**config.mk**
```make
export PLATFORM = sky130hd
export DESIGN_NAME = pwr_mode_ctrl
export DESIGN_NICKNAME = d
export VERILOG_FILES = /design/src/rtl/pwr_mode_ctrl.sv
export SDC_FILE = /design/constraint.sdc
export NUM_CORES = 1
export LEC_CHECK = 0
export CORE_MARGIN = 1.5
export CORE_UTILIZATION = 46
export CTS_CLUSTER_SIZE = 16
export DETAILED_ROUTE_END_ITERATION = 6
export PLACE_DENSITY = 0.84
export SYNTH_ARGS = -nofsm -noshare
export SYNTH_HDL_FRONTEND = slang
export SYNTH_SLANG_ARGS = --single-unit
```
**constraint.sdc**
```tcl
create_clock -name clk -period 2.35 [get_ports clk]
set_input_delay 0.47 -clock clk [delete_from_list [all_inputs] [get_ports clk]]
set_output_delay 0.47 -clock clk [all_outputs]
set_load 0.02 [all_outputs]
```
**src/rtl/pwr_mode_ctrl.sv**
```systemverilog
module pwr_mode_ctrl #(
  parameter int IDLE_CYCLES = 100000,
  parameter int CODE_W      = 10,
  parameter int DET_MIN     = 256
) (
  input  logic              clk,
  input  logic              rst_n,
  input  logic              scl_in,
  input  logic [CODE_W-1:0] cur_code,
  input  logic              sw_rst,
  input  logic              flt_therm,
  input  logic              ilim_trip,
  input  logic              flt_open,
  input  logic              flt_uvlo,
  input  logic              flt_ovc,
  output logic [1:0]        mode,
  output logic              drv_en,
  output logic              load_defaults,
  output logic              code_clear,
  output logic              status_clear,
  output logic [4:0]        status
);
  localparam int CW = (IDLE_CYCLES > 2) ? $clog2(IDLE_CYCLES) : 1;
  localparam logic [CW-1:0] LIM = CW'(IDLE_CYCLES - 1);

  typedef enum logic [1:0] {M_SHUT = 2'd0, M_STBY = 2'd1, M_ACT = 2'd2} mode_t;

  mode_t          st_q, st_d;
  logic [CW-1:0]  idle_q;
  logic           ld_d, cc_d, sc_d;
  logic           idle_hit, code_nz, det_ok, trip;
  logic [4:0]     set_vec;

  assign code_nz  = |cur_code;
  assign idle_hit = !scl_in && (idle_q == LIM);
  assign det_ok   = (st_q == M_ACT) && (cur_code >= CODE_W'(DET_MIN));
  assign trip     = flt_therm || (det_ok && (ilim_trip || flt_open));
  assign set_vec  = (st_q == M_SHUT) ? 5'd0 :
                    {flt_therm, det_ok & ilim_trip, det_ok & flt_open, flt_uvlo, flt_ovc};

  always_comb begin
    st_d = st_q;
    ld_d = 1'b0;
    cc_d = 1'b0;
    sc_d = 1'b0;
    if (st_q == M_SHUT) begin
      if (scl_in) begin
        st_d = M_STBY;
        ld_d = 1'b1;
      end
    end else if (idle_hit) begin
      st_d = M_SHUT;
    end else if (sw_rst) begin
      st_d = M_STBY;
      ld_d = 1'b1;
    end else if (st_q == M_ACT) begin
      if (trip) begin
        st_d = M_STBY;
        cc_d = 1'b1;
      end else if (!code_nz) begin
        st_d = M_STBY;
      end
    end else if (code_nz && !flt_therm) begin
      st_d = M_ACT;
      sc_d = 1'b1;
    end
  end

  always_ff @(posedge clk or negedge rst_n) begin
    if (!rst_n) begin
      st_q          <= M_SHUT;
      idle_q        <= '0;
      load_defaults <= 1'b0;
      code_clear    <= 1'b0;
      status_clear  <= 1'b0;
      status        <= '0;
    end else begin
      st_q          <= st_d;
      idle_q        <= scl_in ? '0 : ((idle_q == LIM) ? idle_q : idle_q + 1'b1);
      load_defaults <= ld_d;
      code_clear    <= cc_d;
      status_clear  <= sc_d;
      status        <= (ld_d || sc_d) ? 5'd0 : (status | set_vec);
    end
  end

  assign mode   = st_q;
  assign drv_en = (st_q == M_ACT);
endmodule


```
==> results.json <==
{
  "status": "finished, final reports clean",
  "hp-class": "input pin to asynchronous set/reset pin",
  "yosysWarnings": 0,
  "insertion_delay_ns": 0.33,
  "placed_area_um2": 1690,
  "cts_root_buf": "clkbuf_4",
  "crit_fanout": 7,
  "cts_max_path_buffers": 2,
  "numClockSinks": 27,
  "hold_viol_final": 0,
  "numCtsBuffers": 3,
  "drtIter0Drc": 55,
  "grt_max_degree": 28,
  "num_rows": 19,
  "grt_overflow_total": 0,
  "crit_path_max_incr_delay_ns": 0.67,
  "fp.dieW_um": 57.2,
  "start_util": 0.485,
  "cp_slowest_cell": "clkdlybuf4s50_1",
  "io_pins": 30,
  "tightest_slew_ns": 0.419,
  "synthCells": 139,
  "synthesis.area_per_instance_um2": 9.71,
  "htreeDepth": 1,
  "irDropWorstVdd_mv": 0.404,
  "routed_wl_mm": 2.98,
  "viasPerCell": 5.77,
  "synth_seq_area_share": 0.500,
  "fmax_mhz": 454,
  "synthTopCellsByCount": "dfrtp_1 (27), nor2_1 (25), a21oi_1 (12)",
  "synth_area_um2": 1350,
  "fin_worst_skew_ns": 0.0104,
  "rsz0062_at_grt": "false",
  "port_buffers": 29,
  "async_reset_ff_frac": 1.00,
  "cts_setup_buffers": 0,
  "power_leakage_uw": 0.000690,
  "die_area_um2": 3270,
  "ant_nets": 0,
  "design_area_um2": 1720,
  "ctsHoldBuffers": 0,
  "synth_cell_types": 34,
  "maxSlewViolCount": 0,
  "antenna_found_initial": 0,
  "first_pass_iters": 4,
  "yosys_most_used_dff": "dfrtp_1",
  "setup_tns_ns": 0,
  "critPathBufInv": 1,
  "maxSlewHeadroom": 0.716,
  "path_clk_slew_ns": 0.15,
  "place.gp.congestion": 0.881,
  "rrSetupSlack_ns": 0.56,
  "diodes": 0,
  "cp.arrival_ns": 1.73,
  "dp_hpwl_mm": 2.30,
  "synth-seq-cells": 27,
  "grt_pass1_vias": 1215,
  "ys_top_cells_by_area": "dfrtp_1 (50%), nor2_1 (7.0%), xnor2_1 (5.2%)",
  "synth_edf_count": 0,
  "coreArea_um2": 2780,
  "power_density_nw_per_um2": 513,
  "syn-num-nets": 159,
  "setup_viol": 0,
  "worstSetupEndpointType": "output port",
  "crit_chain": "nor2b_1 -> clkdlybuf4s50_1",
  "cts_tree": "built",
  "min_period_ns": 2.20,
  "crit_type": "flip-flop to output port",
  "yosysTopAreaCell": "dfrtp_1",
  "postCtsResizedCells": 0,
  "die_h_um": 57.2,
  "area_growth_pct": 27.4,
  "cp.required_ns": 1.88,
  "layout-drive-gt1-share": 0.0930,
  "vias": 1171,
  "start_kind": "flip-flop",
  "grt_pass1_wl_mm": 5.17,
  "maxCapViolCount": 0,
  "grt_use_total": 0.200,
  "wl_per_cell_um": 14.7,
  "synth.top_cell.area_share": 0.500,
  "drc": 0,
  "finalNetCount": 193,
  "cp_top_family": "buffers and inverters",
  "synth.most_common_cell": "dfrtp_1",
  "finalCritPeriodShare": 0.937
}
==> final timing paths <==
kind                            from         to  depth (start not counted)
max                          mode[0]     drv_en                          2
min                            rst_n  status[4]                          2
max reg2reg                idle_q[1]  idle_q[5]                          5
min reg2reg                status[1]  status[1]                          2
max in group asynchronous      rst_n  idle_q[0]                          2
min in group clk           status[1]  status[1]                          2
==> per-stage QoR <==
| stage | std cells | util | total power, uW | setup slack, ns | hold WS (ns) |
|---|---|---|---|---|---|
| after floorplan | 139 | - | 591 | 0.662 | 0.174 |
| after global placement | 199 | 0.608 | 681 | 0.568 | 0.483 |
| after detailed placement | 199 | 0.608 | 688 | 0.520 | 0.496 |
| after CTS | 203 | 0.619 | 894 | 0.155 | 0.492 |
| after global routing | 203 | 0.619 | 933 | 0.0519 | 0.500 |
| final | 203 | 0.619 | 883 | 0.148 | 0.490 |
==> worst register-to-register path, cell delays in order, from the launching register on <==
cell	delay (ns)
dfrtp_1	0.45
ha_1	0.25
and4_1	0.26
and4_4	0.23
o311a_1	0.33
a31o_1	0.18
==> final cells by class <==
cell class              count  area (um^2)
multi-input cells         106          652
well taps                  31         38.8
fillers                   230         1060
flip-flops and latches     27          676
repair buffers             32          313
inverters                   3         11.3
clock buffers               3         22.5
clock inverters             1         7.51
==> layer usage <==
metal  wire, um  part of all wire  vias up  GRT usage
li1           -                 -      565          -
met1       1320              0.44      563      0.242
met2       1480              0.50       39      0.355
met3        140             0.047        4     0.0317
met4         43             0.014        0     0.0797
met5          0                 0        -          0
==> sequential cells by signal (all words and copies together), names as in the netlist <==
signal and count:
idle_q 17, status 5, load_defaults 1, mode 2, status_clear 1, code_clear 1
==> power breakdown <==
part / switching [uW] / internal [uW] / total, uW
Clock: 138 / 65.2 / 204
Sequential: 18.7 / 485 / 504
Combinational: 89.1 / 86.1 / 175
Total: 246 / 636 / 883
==> cell usage in the layout, fill, tap and decap left out, types with 2 or more instances in the layout <==
cell type | netlist | final
nor4_1 | 5 | 5
clkbuf_4 | 0 | 3
xor2_1 | 2 | 2
clkdlybuf4s50_1 | 0 | 29
nand3_1 | 6 | 6
a21oi_1 | 12 | 12
o21ai_0 | 3 | 3
inv_1 | 3 | 3
nor3_1 | 4 | 4
a31oi_1 | 3 | 3
nor2_1 | 25 | 25
nor2b_1 | 4 | 4
dfrtp_1 | 27 | 27
nand4_1 | 4 | 4
xnor2_1 | 8 | 8
a31o_2 | 2 | 2
nand2_1 | 10 | 10
buf_4 | 0 | 3
==> cells by family after synthesis <==
logic type / count (synthesis) / share of synthesized area
AOI/OAI and AO/OA: 28 / 0.145
xor gates and xnor gates: 10 / 0.0649
adders and majority gates: 1 / 0.00927
buffers and inverters: 6 / 0.0167
DFF: 27 / 0.500
muxes: 1 / 0.00834
and+or+nand+nor: 66 / 0.256
(Power assumes the default switching activity.)
